$ cat src/rtl/addr_tx_pkg.sv
package addr_tx_pkg;

  typedef struct packed {
    logic load;
    logic drive;
    logic relLine;
    logic sampleBit;
    logic sampleAck;
    logic finish;
  } txStrobes_t;

  typedef enum logic [2:0] {
    ST_IDLE,
    ST_ARMED,
    ST_BITS,
    ST_ACK_LOW,
    ST_ACK_HIGH
  } txState_e;

endpackage

$ cat src/rtl/addr_tx_ctrl.sv
module addr_tx_ctrl
  import addr_tx_pkg::*;
#(
  parameter int NBITS = 8
) (
  input  logic       clk,
  input  logic       rstN,
  input  logic       startReq,
  input  logic       sclRiseStb,
  input  logic       sclFallDlyStb,
  output txStrobes_t strb
);

  localparam int CNT_W = $clog2(NBITS + 1);

  txState_e state, nextState;
  logic [CNT_W-1:0] bitCnt;

  always_comb begin
    strb      = '0;
    nextState = state;
    unique case (state)
      ST_IDLE: begin
        if (startReq) begin
          strb.load = 1'b1;
          nextState = ST_ARMED;
        end
      end
      ST_ARMED: begin
        if (sclFallDlyStb) begin
          strb.drive = 1'b1;
          nextState  = ST_BITS;
        end
      end
      ST_BITS: begin
        strb.sampleBit = sclRiseStb;
        if (sclFallDlyStb) begin
          if (bitCnt == CNT_W'(NBITS)) begin
            strb.relLine = 1'b1;
            nextState    = ST_ACK_LOW;
          end else begin
            strb.drive = 1'b1;
          end
        end
      end
      ST_ACK_LOW: begin
        if (sclRiseStb) begin
          strb.sampleAck = 1'b1;
          nextState      = ST_ACK_HIGH;
        end
      end
      ST_ACK_HIGH: begin
        if (sclFallDlyStb) begin
          strb.finish = 1'b1;
          nextState   = ST_IDLE;
        end
      end
      default: nextState = ST_IDLE;
    endcase
  end

  always_ff @(posedge clk) begin
    if (!rstN) begin
      state  <= ST_IDLE;
      bitCnt <= '0;
    end else begin
      state <= nextState;
      if (strb.load)       bitCnt <= '0;
      else if (strb.drive) bitCnt <= bitCnt + 1'b1;
    end
  end

  // a request outside idle never reloads the transfer
  p_start_ignored_r10: assert property (@(posedge clk) disable iff (!rstN)
    (state != ST_IDLE) |-> !strb.load);

  p_one_action_r10: assert property (@(posedge clk) disable iff (!rstN)
    $onehot0({strb.load, strb.drive, strb.relLine, strb.finish}));

  // never more bits than address plus direction
  p_cnt_bound_r2: assert property (@(posedge clk) disable iff (!rstN)
    bitCnt <= CNT_W'(NBITS));

endmodule

$ cat src/rtl/addr_tx_dpath.sv
module addr_tx_dpath
  import addr_tx_pkg::*;
#(
  parameter int NBITS = 8
) (
  input  logic             clk,
  input  logic             rstN,
  input  txStrobes_t       strb,
  input  logic [NBITS-1:0] loadWord,
  input  logic             sdaIn,
  output logic             sdaPullLow,
  output logic             bitMismatch,
  output logic             noAck,
  output logic             done
);

  logic [NBITS-1:0] shReg;

  always_ff @(posedge clk) begin
    if (!rstN) begin
      shReg       <= '0;
      sdaPullLow  <= 1'b0;
      bitMismatch <= 1'b0;
      noAck       <= 1'b0;
      done        <= 1'b0;
    end else begin
      if (strb.load) begin
        shReg       <= loadWord;
        bitMismatch <= 1'b0;
        noAck       <= 1'b0;
        done        <= 1'b0;
      end
      if (strb.drive) begin
        sdaPullLow <= ~shReg[NBITS-1];
        shReg      <= {shReg[NBITS-2:0], 1'b0};
      end
      if (strb.relLine)   sdaPullLow  <= 1'b0;
      if (strb.sampleBit) bitMismatch <= ~sdaPullLow & ~sdaIn;
      if (strb.sampleAck) noAck       <= sdaIn;
      if (strb.finish)    done        <= 1'b1;
    end
  end

  // the line is never held low once the phase is complete
  p_done_released_r3: assert property (@(posedge clk) disable iff (!rstN)
    done |-> !sdaPullLow);

  // a load leaves every output cleared and the line released
  p_load_clears_r1: assert property (@(posedge clk) disable iff (!rstN)
    strb.load |=> (!done && !noAck && !bitMismatch && !sdaPullLow));

endmodule

$ cat src/rtl/addr_phase_tx.sv
module addr_phase_tx
  import addr_tx_pkg::*;
#(
  parameter int ADDR_W = 7
) (
  input  logic              clk,
  input  logic              rstN,
  input  logic              startReq,
  input  logic [ADDR_W-1:0] addrIn,
  input  logic              readNotWrite,
  input  logic              sdaIn,
  input  logic              sclRiseStb,
  input  logic              sclFallDlyStb,
  output logic              sdaPullLow,
  output logic              bitMismatch,
  output logic              noAck,
  output logic              done
);

  localparam int NBITS = ADDR_W + 1;

  txStrobes_t strb;

  addr_tx_ctrl #(.NBITS(NBITS)) i_ctrl (
    .clk           (clk),
    .rstN          (rstN),
    .startReq      (startReq),
    .sclRiseStb    (sclRiseStb),
    .sclFallDlyStb (sclFallDlyStb),
    .strb          (strb)
  );

  addr_tx_dpath #(.NBITS(NBITS)) i_dpath (
    .clk         (clk),
    .rstN        (rstN),
    .strb        (strb),
    .loadWord    ({addrIn, readNotWrite}),
    .sdaIn       (sdaIn),
    .sdaPullLow  (sdaPullLow),
    .bitMismatch (bitMismatch),
    .noAck       (noAck),
    .done        (done)
  );

  // the line only moves after a delayed falling strobe
  p_hold_between_falls_r4: assert property (@(posedge clk) disable iff (!rstN)
    !sclFallDlyStb |=> $stable(sdaPullLow));

  // completion is signalled only after a falling strobe
  p_done_after_fall_r7: assert property (@(posedge clk) disable iff (!rstN)
    $rose(done) |-> $past(sclFallDlyStb));

  // no-acknowledge only appears from a rising-strobe sample of a high line
  p_noack_from_rise_r6: assert property (@(posedge clk) disable iff (!rstN)
    $rose(noAck) |-> $past(sclRiseStb && sdaIn));

  // mismatch needs a released line read low on a rising strobe
  p_mismatch_cause_r5: assert property (@(posedge clk) disable iff (!rstN)
    $rose(bitMismatch) |-> $past(sclRiseStb && !sdaPullLow && !sdaIn));

endmodule

$ cat config.mk
export PLATFORM = sky130hd
export DESIGN_NAME = addr_phase_tx
export DESIGN_NICKNAME = d
export VERILOG_FILES = /design/src/rtl/addr_tx_pkg.sv /design/src/rtl/addr_tx_ctrl.sv /design/src/rtl/addr_tx_dpath.sv /design/src/rtl/addr_phase_tx.sv
export SDC_FILE = /design/constraint.sdc
export NUM_CORES = 1
export LEC_CHECK = 0
export ABC_AREA = 1
export CORE_MARGIN = 4
export CORE_UTILIZATION = 47
export DETAILED_ROUTE_END_ITERATION = 10
export PLACE_DENSITY = 0.79
export SKIP_LAST_GASP = 1
export SLEW_MARGIN = 20
export SYNTH_ARGS = -nofsm -noshare
export SYNTH_HDL_FRONTEND = slang
export SYNTH_SLANG_ARGS = --single-unit
$ cat constraint.sdc
create_clock -name clk -period 1.53 [get_ports clk]
set_clock_uncertainty 0.2 [all_clocks]
set_input_delay 0.2295 -clock clk [delete_from_list [all_inputs] [get_ports clk]]
set_output_delay 0.2295 -clock clk [all_outputs]
set_load 0.05 [all_outputs]
=== After elaboration in Yosys (flattened, before gate mapping) ===
Index checks and enable logic that the tools add are counted.

* Register bits after elaboration: 19
* Output and inout port bits: 4

* Add/subtract/negate cells: 1
* Equality and inequality tests: 11
* Muxes and demuxes: 24
* Bitwise logic cells: 5
* Reduce and logical (&&, ||, !) cells: 9

{| class="wikitable"
|+ Operators by type and width
! operator !! number
|-
| $mux 3 || 6
|-
| $mux 8 || 2
|-
| $pmux 3 s5 || 1
|-
| $mux 1 || 12
|-
| $ne 2x2->1 const B || 5
|-
| $reduce_bool 2->1 || 4
|-
| $eq 3x2->1 const B || 2
|-
| $reduce_and 6->1 || 1
|-
| $reduce_or 2->1 || 3
|-
| $add 4x1->4 const B || 1
|-
| $eq 4x4->1 const B || 1
|-
| $mux 2 || 2
|-
| $not 1->1 || 4
|-
| $eq 3x1->1 const B || 1
|-
| $eq 3x3->1 const B || 1
|-
| $logic_not 3->1 || 1
|-
| $ne 2x1->1 const B || 1
|-
| $pmux 1 s2 || 1
|-
| $and 1x1->1 || 1
|}

=== Longest topological paths before layout ===
Gate-level depths: netlist of the first run.

* Word-level depth: 5
* Gate-level depth with buffers: 10
* Depth with buffers taken out: 10

=== Cells and area by module ===
Synthesis of the first run repeated with hierarchy kept, for this count alone.

* Cell total of the unflattened synthesis: 163
* Area total of the unflattened synthesis: 1051.0 µm²

{| class="wikitable"
|+ By module, submodules not included
! module !! times used !! cells each !! area an instance (µm²) !! sequential area each (µm²)
|-
| addr_tx_dpath || 1 || 90 || 575.6 || 240.2
|-
| addr_tx_ctrl || 1 || 73 || 475.5 || 140.1
|}

=== Worst setup path before layout of the first run ===
Ideal clock, no wire load.

* Path kind: reg-to-reg
* Start: register i_ctrl.bitCnt[0]
* End: register i_dpath.shReg[3]
* Library setup time: 133 ps
* Data arrival time: 1207 ps
* Required time: 1197 ps
* Slack: -9 ps
* Cell stages (with the launch flop): 10
* Buffers on the path: 1
* Path through: dfxtp_1 inv_1 ha_1 nand3_1 nand3_4 nand2_4 buf_6 nand2_1 nand2_1 a21oi_1

* Longest elaborated chain between the ends: 5
* Elaborated cells on any way between the ends: 6
* Classes of those cells: eq/ne (1); mux (4); reduce/logical (1)

{| class="wikitable"
|+ Ends and longest elaborated chain
! item !! RTL line !! text
|-
| start, declared || addr_tx_ctrl.sv:17 || <nowiki>logic [CNT_W-1:0] bitCnt;</nowiki>
|-
| start signal, assigned || addr_tx_ctrl.sv:69 || <nowiki>else if (strb.drive) bitCnt <= bitCnt + 1'b1;</nowiki>
|-
| $eq 4x4->1 (*) || addr_tx_ctrl.sv:38 || <nowiki>if (bitCnt == CNT_W'(NBITS)) begin</nowiki>
|-
| $mux 1 (*) || addr_tx_ctrl.sv:38 ||
|-
| $mux 2 (*) || addr_tx_ctrl.sv:37 || <nowiki>if (sclFallDlyStb) begin</nowiki>
|-
| $pmux 1 s2 (*) || addr_tx_ctrl.sv:22 || <nowiki>unique case (state)</nowiki>
|-
| $mux 8 / $reduce_bool 2->1 (equally long branches) || n/a ||
|-
| end signal, assigned || addr_tx_dpath.sv:28 || <nowiki>shReg <= loadWord;</nowiki>
|-
| end signal, assigned || addr_tx_dpath.sv:35 || <nowiki>shReg <= {shReg[NBITS-2:0], 1'b0};</nowiki>
|-
| end, declared || addr_tx_dpath.sv:17 || <nowiki>logic [NBITS-1:0] shReg;</nowiki>
|}

Every way passes the cells marked *; elsewhere a longest branch is shown, timed or not.
A chain may end at the register's enable or synchronous reset.

=== Worst setup path in the final report of the first run ===
* Start: register i_ctrl.bitCnt[1]
* End: register i_dpath.shReg[6]

The elaborated chain is that of the path after synthesis.

==> impl_results.md, run 1 <==
- Max-slew headroom: 81.1%
- Synthesized Nets: 177
- Register bit total from synthesis: 19
- Die area: 0.00327 mm2
- Worst EP required: roughly 1.5 ns
- Synth-to-layout area growth: 35.1%
- Crit Path Category: reg2reg
- Antenna violations before repair: 0
- Pin count of the biggest net entering global routing: 16
- Met2 wire length: between 1000 and 1500 um
- Arrival time at the worst endpoint: around 1.5 ns
- Seq/Total Area, Yosys: 33.5%
- Worst-skew pair later-pin latency: 0.31 ns
- CP max FO: 14
- Worst hold path class: reg2reg
- Max Freq: 665 MHz
- Ys Warns: 0
- WL per Instance: 13.3 um
- Vias in the first global route: 1125
- Highest Signal Layer: met4
- Final setup viols: 0
- Main flop type after synthesis: dfxtp_1
- Die width: 57.2 um
- CP Launch Type: flip-flop
- RSZ-0062 raised after global routing: yes
- CTS tree: built
- Drt total wl: about 2900 um
- CTS root buf: clkbuf_4
- Setup slack after layout: 0.0260 ns
- Post-DRT Antenna Nets: 0
- 1st-pass router iterations: 4
- Vias: 1165
- Tcrit/Tclk final: 98.3%
- Layout cells sized above 1: 28.8%
- Met1 wire length: 1250 um
- Commonest non-fill, non-tap cells in the layout: nand2_1, buf_4, nand4_1, nand3_1, dfxtp_1
- Vias per inst: 5.32
- Max-Cap Viols: 0
- Cell Rows: 17
- CTS HTree Levels: 1
- Crit. End Element: flip-flop
- ANT cells: 0
- # hold bufs at CTS: 0
- Initial Util: 50.4%
- R2R Setup Slk: 0.03 ns
- Post-synth EDFFs: 0
- Mean post-synth cell area: ~7.1 um2
- Deepest clock path buffer count: 2
- Post-DP HPWL: approximately 2200 um
- Num ports: 18
- Grt ovf: 0
- Final min period: 1.50 ns
- Final Instance Area: ~0.0015 mm2
- Outcome: finished, final reports clean
- Slew @ Worst Pin: about 0.28 ns
- CTS Sinks: 19
- Hold Fails Final Rpt: 0
- Post-layout util: 68.1%
- Core area: 0.00225 mm2
- DRC violations left: 0
- Final net count: 208
- Area after DPL: between 0.001 and 0.0015 mm2
- Most common cell after layout, fill and taps aside: nand2_1
- Pwr dens: 1460 mW/mm2
- TritonCTS Buffers: 3
- Syn Std Cell Area: 0.00114 mm2
- First-pass GRT wire length: between 4000 and 5000 um
- Setup TNS: 0 ns
- Leakage: 0.656 nW
- Clock-pin slew on the worst setup and hold paths: 0.13 ns
- DRT iter0 DRCs: 45
- Asr flop ratio synth: 0%
- Syn Inst Count: roughly 160
- Pre-CTS WS: -0.134 ns
- Met3 wire len: 162 um
- Slew Viols, Final: 0
- Worst VDD drop: 897 uV
- Gpl congestion: 0.840
- Library cells used by synthesis: 28
- Port Buf Inserts: 17
- Total Routing Usage GR: 18.5%
- Die H: 57.2 um
==> cell families after synthesis <==
| logic type | count (synthesis) | share of synthesized area [%] |
|---|---|---|
| simple gates | 95 | 42.1 |
| buf+inv | 27 | 12.9 |
| flops | 19 | 33.5 |
| compound gates | 17 | 8.59 |
| fa+ha+maj | 2 | 2.20 |
| xor+xnor | 1 | 0.771 |
==> power by group <==
part,internal (mW),switching (mW),total [mW]
sequential,0.643,0.125,0.767
clock,0.0997,0.184,0.283
combinational,0.520,0.666,1.19
total,1.26,0.974,2.24
==> path summary, 6_finish.rpt <==
path / startpoint / to / cells after the start
max: i_ctrl.bitCnt[1]$_SDFFE_PP0P_ / i_dpath.shReg[6]$_SDFFE_PN0P_ / 8
min: i_dpath.shReg[1]$_SDFFE_PN0P_ / i_dpath.shReg[1]$_SDFFE_PN0P_ / 2
max reg2reg: i_ctrl.bitCnt[1]$_SDFFE_PP0P_ / i_dpath.shReg[6]$_SDFFE_PN0P_ / 8
min reg2reg: i_dpath.shReg[1]$_SDFFE_PN0P_ / i_dpath.shReg[1]$_SDFFE_PN0P_ / 2
==> repair_timing <==
action / CTS / global route
resized for setup: 2 / 19
pin swaps: 0 / 7
setup endpoints to repair: 3 / 14
setup buffers: 0 / 1
==> sequential cells by signal, indices dropped and copies added, names as in the netlist <==
name                 count
i_dpath.noAck            1
i_dpath.shReg            8
i_dpath.bitMismatch      1
i_dpath.sdaPullLow       1
i_ctrl.state             3
i_ctrl.bitCnt            4
i_dpath.done             1
==> synthesized netlist by cell type (4+ instances only) <==
library cell | instances | area [um2]
nand4_1 | 14 | 87.6
nand2_1 | 35 | 131
dfxtp_1 | 19 | 380
nand2_2 | 4 | 25.0
inv_1 | 16 | 60.1
buf_6 | 5 | 56.3
nor3_1 | 4 | 20.0
nor2_1 | 14 | 52.6
a21oi_1 | 9 | 45.0
nand3_1 | 15 | 75.1
==> cell type report <==
type / count / area [um2]
inverter: 18 / 70.1
sequential: 19 / 387
fill: 184 / 719
multi-input combinational: 115 / 661
tap: 28 / 35.0
clock buffer: 3 / 22.5
clock inverter: 1 / 7.51
timing repair buffer: 35 / 353
==> per-layer routing <==
metal  track usage [%]  vias up
met5                 0        -
met4              2.32        0
met3              5.88        4
met2              32.1       33
met1              23.0      536
li1                  -      592
==> stage by stage <==
stage / instances / hold WS [ns] / power (mW)
floorplan: 161 / 0.147 / 1.53
global placement: 214 / 0.281 / 1.78
detailed placement: 214 / 0.288 / 1.83
CTS: 218 / 0.306 / 2.14
global route: 219 / 0.314 / 2.41
finish: 219 / 0.307 / 2.24
==> worst max-delay path, stage by stage (launching register included) <==
cell	delay [ns]
dfxtp_2	0.35
inv_2	0.06
ha_4	0.15
nand3_2	0.11
nand3_4	0.15
buf_8	0.15
nand3_1	0.07
nand2_1	0.08
a21oi_1	0.06
Power figures use the tool's default switching activity.
==> run 2, diff against run 1 <==
--- a/config.mk
+++ b/config.mk
@@ -6,6 +6,7 @@
 export NUM_CORES = 1
 export LEC_CHECK = 0
 export ABC_AREA = 1
+export CAP_MARGIN = 20
 export CORE_MARGIN = 4
 export CORE_UTILIZATION = 47
 export DETAILED_ROUTE_END_ITERATION = 10
==> results of run 2 <==
The final DEF is identical to that of run 1; final timing and power are the same.
==> run 3, diff against run 2 <==
--- a/config.mk
+++ b/config.mk
@@ -7,8 +7,9 @@
 export LEC_CHECK = 0
 export ABC_AREA = 1
 export CAP_MARGIN = 20
-export CORE_MARGIN = 4
+export CORE_ASPECT_RATIO = 0.6
 export CORE_UTILIZATION = 47
+export CTS_CLUSTER_SIZE = 12
 export DETAILED_ROUTE_END_ITERATION = 10
 export PLACE_DENSITY = 0.79
 export SKIP_LAST_GASP = 1
==> run 3 against run 2 <==
  * Maximum frequency is 1.5% lower
  * Total power increased by 3.0%
  * Global-route usage is 7.0 points higher
  * Flip-flop and latch count did not move
  * Non-clock buffer count is 2 lower
  * Utilization increased by 0.63 points
  * Critical path depth fell by 2
  * Die area is 20% lower
  * Clock power rose by 27%
==> impl_results.md, run 3 (synthesized netlist as in run 1, its figures left out) <==
- Vias: 1206 (+3.5%)
- Pwr dens: 1500 mW/mm2 (+3.3%)
- Die area: 0.00262 mm2 (-20%)
- Final net count: 206 (-0.96%)
- Pin count of the biggest net entering global routing: 16 (unchanged)
- CP max FO: 14 (unchanged)
- Biggest regs: i_dpath.shReg: 8 flops, i_ctrl.bitCnt: 4 flops, i_ctrl.state: 3 flops
- Slew @ Worst Pin: 0.358 ns (+0.0748 ns)
- Max-Cap Viols: 0 (unchanged)
- Vias per inst: 5.51 (+3.5%)
- Crit. End Element: flip-flop
- Arrival time at the worst endpoint: 1.51 ns (about the same)
- Synth-to-layout area growth: 34.8%
- Total Power: 2.30 mW (+3.0%)
- Layout filler cell count: 167 (-9.2%)
- Antenna violations before repair: 0 (unchanged)
- Max-slew headroom: 75.9% (-5.1 points)
- DRC violations left: 0 (unchanged)
- Max Freq: 655 MHz (-1.5%)
- Layout cells sized above 1: 27.0% (-1.8 points)
- Number of flip-flops in the largest register: 8 (unchanged)
- GR Util met1: 31.6% (+8.6 points)
- Total Routing Usage GR: 25.5% (+7.0 points)
- Die width: 65.5 um (+15%)
- Clock-pin slew on the worst setup and hold paths: 0.07 ns (-0.06 ns)
- Worst-skew pair later-pin latency: 0.26 ns (-0.05 ns)
- Gpl congestion: 0.907 (+8.0%)
- Initial Util: 51.0% (+0.59 points)
- RSZ-0062 raised after global routing: yes
- Num ports: 18 (unchanged)
- Worst EP required: 1.52 ns (about the same)
- Crit Path Category: in2reg
- Commonest non-fill, non-tap cells in the layout: nand2_1, buf_4
- ANT cells: 0 (unchanged)
- Final min period: 1.53 ns (+0.0227 ns)
- Most flop-heavy register: i_dpath.shReg
- Setup TNS: 0 ns (unchanged)
- Die H: 40.1 um (-30%)
- WL per Instance: 13.9 um (+4.8%)
- Tcrit/Tclk final: 99.8% (+1.5 points)
- Core area: 0.00223 mm2 (-1.2%)
- CTS tree: built
- Final setup viols: 0 (unchanged)
- Outcome: finished, final reports clean
- CP Launch Type: input pin
- 1st-pass router iterations: 5 (+1)
- Most common cell after layout, fill and taps aside: nand2_1
- Met2 Usage GRT: 41.0% (+8.8 points)
- Slew Viols, Final: 0 (unchanged)
- Cell Rows: 13 (-4)
- First-pass GRT wire length: 4670 um (-4.4%)
- Grt ovf: 0 (unchanged)
- Leakage: 0.656 nW (about the same)
- Vias in the first global route: 1020 (-9.3%)
- Worst hold path class: reg2reg
- Post-DRT Antenna Nets: 0 (unchanged)
- Drt total wl: 3050 um (+4.8%)
- Post-DP HPWL: 2200 um (+2.0%)
- Deepest clock path buffer count: 2 (unchanged)
- # hold bufs at CTS: 0 (unchanged)
- CTS Sinks: 19 (unchanged)
- CTS root buf: clkbuf_8
- DRT iter0 DRCs: 115 (+160%)
- GR peak layer: met2
- CTS HTree Levels: 1 (unchanged)
- Port Buf Inserts: 17 (unchanged)
- TritonCTS Buffers: 3 (unchanged)
- Hold Fails Final Rpt: 0 (unchanged)
- GR Util met3: 7.39% (+1.5 points)
- Worst VDD drop: 715 uV (-20%)
run 3: what timing repair did:
| action | CTS | global route |
|---|---|---|
| endpoints found under the setup margin | 7 | 17 |
| gates resized for setup | 3 | 15 |
| pin swaps | 0 | 6 |
| buffers inserted | 0 | 2 |
run 3: final timing paths:
kind / start / endpoint / slack, ns / cells past startpoint
setup / recovery: sclFallDlyStb / i_dpath.shReg[7]$_SDFFE_PN0P_ / 0.003 / 6
hold / removal: i_dpath.shReg[4]$_SDFFE_PN0P_ / i_dpath.shReg[4]$_SDFFE_PN0P_ / 0.29 / 2
setup reg to reg: i_ctrl.state[0]$_SDFFE_PN0P_ / i_dpath.shReg[7]$_SDFFE_PN0P_ / 0.03 / 7
hold reg to reg: i_dpath.shReg[4]$_SDFFE_PN0P_ / i_dpath.shReg[4]$_SDFFE_PN0P_ / 0.29 / 2
run 3: where the power goes:
part           internal (mW)  leakage, nW  switching (mW)
Sequential             0.643        0.158           0.118
Clock                  0.182       0.0255           0.177
Combinational          0.511        0.473           0.672
run 3: routing by layer:
metal	share of wire (%)	vias to the layer above
li1	-	589
met1	45	552
met2	45	51
met3	6.6	14
met4	3.8	0
met5	0	-
run 3: critical path, cell delays in order:
cell and delay [ns]:
clkdlybuf4s50_1 0.63, nand2_2 0.15, buf_4 0.21, nand3_1 0.09, nand2_1 0.05, a21oi_1 0.14
run 3: cell type report:
type                            count  area, um2  share of cell area, %
Sequential cell                    19        387                   25.2
Inverter                           18       70.1                   4.58
Timing Repair Buffer               33        338                   22.1
Multi-Input combinational cell    115        653                   42.6
Tap cell                           30       37.5                   2.45
Clock buffer                        3       41.3                   2.70
Clock inverter                      1       5.00                  0.327
run 3: through the flow:
step	worst slack, ns	cell area, um2	util, %	hold WS, ns	std cells
2_1_floorplan	0.0168	1140	-	0.147	161
3_3_place_gp	-0.130	1420	63.5	0.277	213
3_5_place_dp	-0.197	1420	63.5	0.284	213
4_1_cts	-0.00166	1470	66.0	0.295	217
5_1_grt	-0.0549	1530	68.7	0.313	219
6_report	0.00324	1530	68.7	0.294	219
